`config.mk`:
```
export PLATFORM = sky130hd
export DESIGN_NAME = prog_link_host
export DESIGN_NICKNAME = d
export VERILOG_FILES = /design/src/rtl/prog_link_host.sv
export SDC_FILE = /design/constraint.sdc
export NUM_CORES = 1
export LEC_CHECK = 0
export BUFFER_PORTS_ARGS = -buffer_cell sky130_fd_sc_hd__buf_2
export CELL_PAD_IN_SITES_DETAIL_PLACEMENT = 0
export CELL_PAD_IN_SITES_GLOBAL_PLACEMENT = 2
export CORE_MARGIN = 4
export CORE_UTILIZATION = 39
export CTS_BUF_LIST = sky130_fd_sc_hd__clkbuf_4
export DETAILED_ROUTE_END_ITERATION = 16
export PLACE_DENSITY = 0.86
export SLEW_MARGIN = 20
export SYNTH_ARGS = -nofsm -noshare
export SYNTH_HDL_FRONTEND = slang
export SYNTH_SLANG_ARGS = --single-unit
```
`constraint.sdc`:
```
create_clock -name clk -period 3.8 [get_ports clk]
set_input_delay 0.19 -clock clk [delete_from_list [all_inputs] [get_ports clk]]
set_output_delay 0.19 -clock clk [all_outputs]
set_load 0.02 [all_outputs]
```
`src/rtl/prog_link_host.sv`:
```
module prog_link_host #(
  parameter int CLK_HZ      = 100_000_000,
  parameter int SCLK_MAX_HZ = 1_000_000,
  parameter int SETTLE_NS   = 20_000,
  parameter int WORD_W      = 16,
  parameter int CNT_W       = 4,
  parameter int TO_W        = 24,
  parameter int RST_CYC     = 64
) (
  input  logic              clk,
  input  logic              rst_n,
  input  logic              cmd_valid,
  output logic              cmd_ready,
  input  logic [CNT_W-1:0]  cmd_words,
  input  logic [CNT_W-1:0]  rsp_words,
  input  logic [TO_W-1:0]   tmo_cycles,
  input  logic              tx_valid,
  output logic              tx_ready,
  input  logic [WORD_W-1:0] tx_data,
  output logic              rx_valid,
  input  logic              rx_ready,
  output logic [WORD_W-1:0] rx_data,
  output logic              busy,
  output logic              fault,
  output logic              pclk_o,
  output logic              pdat_o,
  output logic              pdat_oe,
  input  logic              pdat_i,
  output logic              tgt_rst_o
);
  localparam int HALF = (CLK_HZ + 2*SCLK_MAX_HZ - 1) / (2*SCLK_MAX_HZ);
  localparam longint SETTLE_L = (longint'(CLK_HZ) * longint'(SETTLE_NS) + 64'd999_999_999) / 64'd1_000_000_000;
  localparam int SETTLE_CYC = (SETTLE_L < 1) ? 1 : int'(SETTLE_L);
  localparam int DIV_W = $clog2(HALF + 1);
  localparam int BIT_W = $clog2(WORD_W);
  localparam int SET_W = $clog2(SETTLE_CYC + 1);
  localparam int RST_W = $clog2(RST_CYC + 1);

  typedef enum logic [2:0] {S_IDLE, S_TXW, S_TXB, S_TURN, S_SETTLE, S_RXW, S_RXB, S_RST} st_t;
  st_t st;

  logic [DIV_W-1:0]  div;
  logic              ph;
  logic [BIT_W-1:0]  bitn;
  logic [CNT_W-1:0]  cmd_left, rsp_left;
  logic [TO_W-1:0]   tmo_lim, tmo_cnt;
  logic [WORD_W-1:0] sh;
  logic [1:0]        sync;
  logic              seen_hi;
  logic [SET_W-1:0]  set_cnt;
  logic [RST_W-1:0]  rst_cnt;

  wire din      = sync[1];
  wire ph_end   = (div == DIV_W'(HALF - 1));
  wire bit_last = (bitn == BIT_W'(WORD_W - 1));
  wire shifting = (st == S_TXB) || (st == S_RXB);
  wire active   = (st != S_IDLE) && (st != S_RST);
  wire tmo_hit  = active && (tmo_cnt == tmo_lim);

  assign cmd_ready = (st == S_IDLE);
  assign tx_ready  = (st == S_TXW);
  assign busy      = (st != S_IDLE);

  always_ff @(posedge clk) begin
    if (!rst_n) begin
      st <= S_IDLE; div <= '0; ph <= 1'b0; bitn <= '0;
      cmd_left <= '0; rsp_left <= '0; tmo_lim <= '0; tmo_cnt <= '0;
      sh <= '0; sync <= 2'b11; seen_hi <= 1'b0; set_cnt <= '0; rst_cnt <= '0;
      rx_valid <= 1'b0; rx_data <= '0; fault <= 1'b0;
      pclk_o <= 1'b0; pdat_o <= 1'b0; pdat_oe <= 1'b0; tgt_rst_o <= 1'b0;
    end else begin
      sync <= {sync[0], pdat_i};
      if (rx_valid && rx_ready) rx_valid <= 1'b0;
      if (active) tmo_cnt <= tmo_cnt + TO_W'(1);
      if (shifting) div <= ph_end ? '0 : div + DIV_W'(1);
      if (tmo_hit) begin
        st <= S_RST; pclk_o <= 1'b0; pdat_oe <= 1'b0;
        tgt_rst_o <= 1'b1; fault <= 1'b1; rst_cnt <= '0;
      end else begin
        case (st)
          S_IDLE: if (cmd_valid) begin
            cmd_left <= cmd_words; rsp_left <= rsp_words;
            tmo_lim <= tmo_cycles; tmo_cnt <= '0;
            fault <= 1'b0; seen_hi <= 1'b0;
            st <= (cmd_words == '0) ? S_TURN : S_TXW;
          end
          S_TXW: if (tx_valid) begin
            sh <= tx_data; pdat_o <= tx_data[WORD_W-1]; pdat_oe <= 1'b1;
            div <= '0; ph <= 1'b0; bitn <= '0; st <= S_TXB;
          end
          S_TXB: if (ph_end) begin
            if (!ph) begin
              ph <= 1'b1; pclk_o <= 1'b1;
            end else begin
              ph <= 1'b0; pclk_o <= 1'b0;
              if (bit_last) begin
                cmd_left <= cmd_left - CNT_W'(1);
                if (cmd_left == CNT_W'(1)) begin
                  st <= S_TURN; pdat_oe <= 1'b0; seen_hi <= 1'b0;
                end else begin
                  st <= S_TXW;
                end
              end else begin
                bitn <= bitn + BIT_W'(1);
                sh <= {sh[WORD_W-2:0], 1'b0};
                pdat_o <= sh[WORD_W-2];
              end
            end
          end
          S_TURN: begin
            if (din) seen_hi <= 1'b1;
            else if (seen_hi) begin st <= S_SETTLE; set_cnt <= '0; end
          end
          S_SETTLE: begin
            if (set_cnt == SET_W'(SETTLE_CYC - 1)) st <= (rsp_left == '0) ? S_IDLE : S_RXW;
            else set_cnt <= set_cnt + SET_W'(1);
          end
          S_RXW: if (!rx_valid) begin
            div <= '0; ph <= 1'b0; bitn <= '0; st <= S_RXB;
          end
          S_RXB: if (ph_end) begin
            if (!ph) begin
              ph <= 1'b1; pclk_o <= 1'b1;
            end else begin
              ph <= 1'b0; pclk_o <= 1'b0;
              sh <= {sh[WORD_W-2:0], din};
              if (bit_last) begin
                rx_data <= {sh[WORD_W-2:0], din}; rx_valid <= 1'b1;
                rsp_left <= rsp_left - CNT_W'(1);
                st <= (rsp_left == CNT_W'(1)) ? S_IDLE : S_RXW;
              end else begin
                bitn <= bitn + BIT_W'(1);
              end
            end
          end
          S_RST: begin
            if (rst_cnt == RST_W'(RST_CYC - 1)) begin tgt_rst_o <= 1'b0; st <= S_IDLE; end
            else rst_cnt <= rst_cnt + RST_W'(1);
          end
          default: st <= S_IDLE;
        endcase
      end
    end
  end

  AST_IDLE_CLK_LOW: assert property (@(posedge clk) disable iff (!rst_n) !busy |-> !pclk_o);
  AST_PHASE_AT_LIMIT: assert property (@(posedge clk) disable iff (!rst_n) !$stable(pclk_o) |-> ($past(ph_end) || $past(tmo_hit)));
  AST_DATA_HELD_HIGH: assert property (@(posedge clk) disable iff (!rst_n) (pclk_o && $past(pclk_o)) |-> $stable(pdat_o));
  AST_RELEASED_AFTER_CMD: assert property (@(posedge clk) disable iff (!rst_n) (st inside {S_TURN, S_SETTLE, S_RXW, S_RXB}) |-> !pdat_oe);
  AST_SETTLE_NEEDS_HIGH: assert property (@(posedge clk) disable iff (!rst_n) (st == S_SETTLE && $past(st) == S_TURN) |-> $past(seen_hi));
  AST_RST_PARKED: assert property (@(posedge clk) disable iff (!rst_n) tgt_rst_o |-> (fault && !pclk_o && !pdat_oe));
  AST_TMO_BOUND: assert property (@(posedge clk) disable iff (!rst_n) active |-> (tmo_cnt <= tmo_lim));
endmodule

```
==> results_dict.tcl <==
set metrics [dict create \
    cts_resized 0 \
    rows 46 \
    hp-class "input pin to register" \
    whs_endpoint "sh[0]$_SDFFE_PN0P_" \
    cts.htree.levels 4 \
    final_core_util_pct 47.6 \
    ys_seq_area_share_pct 40.2 \
    final_layout_size_suffix_gt1_share_pct 16.4 \
    grt.total_usage_pct 18.2 \
    max-slew-margin-rel_pct 42.5 \
    crit_slowest_cell "nor2b_1" \
    cts-root-buf "clkbuf_4" \
    setup_viol 0 \
    layout_commonest_cell "nand2_1" \
    syn2layout_area_growth_pct 19.1 \
    diodes 0 \
    critPathTopFamily "compound AO/OA/AOI/OAI gates" \
    dpl.cell_count 1025 \
    place.gp.congestion 0.881 \
    route.vias.total 5766 \
    cts_tree "yes" \
    post_cts_buffers 0 \
    start_kind "register" \
    drv_cap 0 \
    totalWireLength_um 16400 \
    r2r_setup_slack_ps 1000 \
    clk_path_buf_depth 2 \
    remaining_drc_errors 0 \
    worst_ep_required_time_ps 4200 \
    fin_crit_ps 2800 \
    wire_per_inst_um 15.0 \
    fillers 1608 \
    numCtsBuffers 17 \
    viasPerCell 5.28 \
    r2r_cells 6 \
    r2r-start "st[0]$_SDFFE_PN0P_" \
    port_buffers 78 \
    crit_arrival_ps 3200 \
    hpwl_um 11400 \
    initial_core_util_pct 40.0 \
    synth_edf_count 0 \
    path_buf_inv 1 \
    hold_viol 0 \
    critical-path-max-stage-delay_ps 750 \
    hold-path-cell-count 5 \
    fp.coreArea_sq_um 15900 \
    grt_pass1_wl_um 26800 \
    ys_ff_latch 128 \
    fp.dieW_um 136 \
    ios 79 \
    fp.dieH_um 136 \
    ys_warn_count 0 \
    rsz0062_at_grt "no" \
    worst_slew_pin_slew_ps 861 \
    syn-cell-area_sq_um 6370 \
    p_leak_nw 3.05 \
    cp_max_fo 19 \
    slew_viol_final 0 \
    reg2reg_to "cmd_left[2]$_SDFFE_PN0P_" \
    crit_chain "inv_1 -> ha_2 -> nor2b_1 -> a21oi_1 -> a2111oi_0 -> o32ai_1" \
    final_cell_mix "nand2_1 (141), dfxtp_1 (128), buf_2 (78)" \
    peakVddDrop_uv 225 \
    clock_sinks 128 \
    clk_latency_ps 540 \
    finalClockSkew_ps 17.5 \
    period_share_pct 73.7 \
    grt_pass1_vias 5531 \
    dieArea_sq_um 18400 \
    synth_area_per_cell_sq_um 8.34 \
    antenna_left 0 \
    antenna_found_initial 0 \
    grt.overflow.total 0 \
    hold_start "tx_data[0]" \
    cp-end-kind "register" \
    syn_nets 833 \
    final_cell_count_no_fill 1092 \
    tns_ps 0 \
    pwr_density_cell_nw_per_um2 544 \
    drt_iter0_markers 468 \
    outcome "finished clean" \
    clkTransAtPathRegs_ps 120 \
    first_pass_iters 5 \
    synth-main-ff-cell "dfxtp_1" \
    fmax_ghz 0.357 \
    syn_inst 764 \
    crit_type "register to register" \
    synth.distinct_cells 63 \
    nets 933 \
    grt_max_degree 74 \
    synthArstFlopShare_pct 0 \
]
-- tightest hold or removal path, cell delays in order --
cell     delay, ps
buf_2          100
inv_1           40
o21ai_0         70
nand2_1         70
mux2i_1         60
-- per-layer routing --
| metal | GRT usage [%] | share of wire (%) | vias up |
|---|---|---|---|
| li1 | - | - | 2873 |
| met3 | 4.03 | 4.3 | 30 |
| met1 | 23.3 | 46 | 2713 |
| met5 | 0 | 0 | - |
| met2 | 30.4 | 48 | 150 |
| met4 | 5.99 | 1.9 | 0 |
-- cell type report --
cell class,count,area [sq um],share of cell area [%]
well taps,216,270,3.56
clock inverters,14,190,2.51
inverters,16,60.1,0.791
clock buffers,17,128,1.68
repair buffers,126,841,11.1
flip-flops and latches,128,2560,33.8
multi-input cells,575,3540,46.6
-- worst max-delay path by stage --
stage | startpoint | endpoint | slack (ps) | cells past startpoint
2_1_floorplan | st[0]$_SDFFE_PN0P_ | sh[0]$_SDFFE_PN0P_ | 1470 | 11
3_3_place_gp | st[0]$_SDFFE_PN0P_ | cmd_left[2]$_SDFFE_PN0P_ | 1090 | 6
3_5_place_dp | st[0]$_SDFFE_PN0P_ | sh[10]$_SDFFE_PN0P_ | 1000 | 9
4_1_cts | st[0]$_SDFFE_PN0P_ | sh[1]$_SDFFE_PN0P_ | 980 | 9
5_1_grt | st[1]$_SDFFE_PN0P_ | sh[10]$_SDFFE_PN0P_ | 800 | 9
6_report | st[0]$_SDFFE_PN0P_ | cmd_left[2]$_SDFFE_PN0P_ | 1000 | 6
-- flip-flops by register name (all words and copies together), names as in the netlist --
signal	cells
pclk_o	1
pdat_oe	1
cmd_left	4
tmo_cnt	24
div	6
rst_cnt	7
pdat_o	1
fault	1
rx_valid	1
seen_hi	1
tmo_lim	24
rsp_left	4
sync	2
bitn	4
st	3
rx_data	16
sh	15
set_cnt	11
ph	1
tgt_rst_o	1
-- metrics by stage --
stage                     hold slack (ps)  worst slack, ps  total power, W  cell area, sq um
after global placement                380             1090         0.00304              6910
after floorplan                       291             1470         0.00270              6370
final                                46.7             1000         0.00413              7590
after global routing                 20.0              805         0.00439              7590
after detailed placement              373              999         0.00307              6910
after CTS                            5.47              977         0.00417              7590
-- report_power, final --
part | leakage, nW | switching [W] | internal, W
Sequential | 1.04 | 0.000114 | 0.00148
Combinational | 1.85 | 0.000900 | 0.000574
Clock | 0.170 | 0.000537 | 0.000520
-- Yosys cell counts, types with 10 or more instances --
cell      instances  area (sq um)
and3_1           19           119
ha_1             15           188
a21oi_1          54           270
nand2_1         141           529
o21ai_0          20           100
xnor2_1          10          87.6
xor2_1           39           342
mux2_2           14           158
mux2i_1          38           380
clkbuf_1         28           105
dfxtp_1         128          2560
nand4_1          13          81.3
nor2_1           65           244
inv_1            16          60.1
nand3_1          29           145
-- kinds of logic (layout without fill, tap and decap cells) --
group | after synthesis | after routing | synth area share, %
and+or+nand+nor | 330 | 330 | 24.6
muxes | 53 | 53 | 8.68
xor gates and xnor gates | 49 | 49 | 6.74
buffers and inverters | 61 | 173 | 4.40
AOI/OAI and AO/OA | 128 | 128 | 12.5
DFF | 128 | 128 | 40.2
adders and majority gates | 15 | 15 | 2.95
-- timing repair --
action | 4_1_cts | 5_1_grt
setup endpoints to repair | 0 | 0
endpoints found under the hold margin | 36 | 0
hold buffers | 36 | 0
No activity file was read; power rests on OpenSTA's default activity.
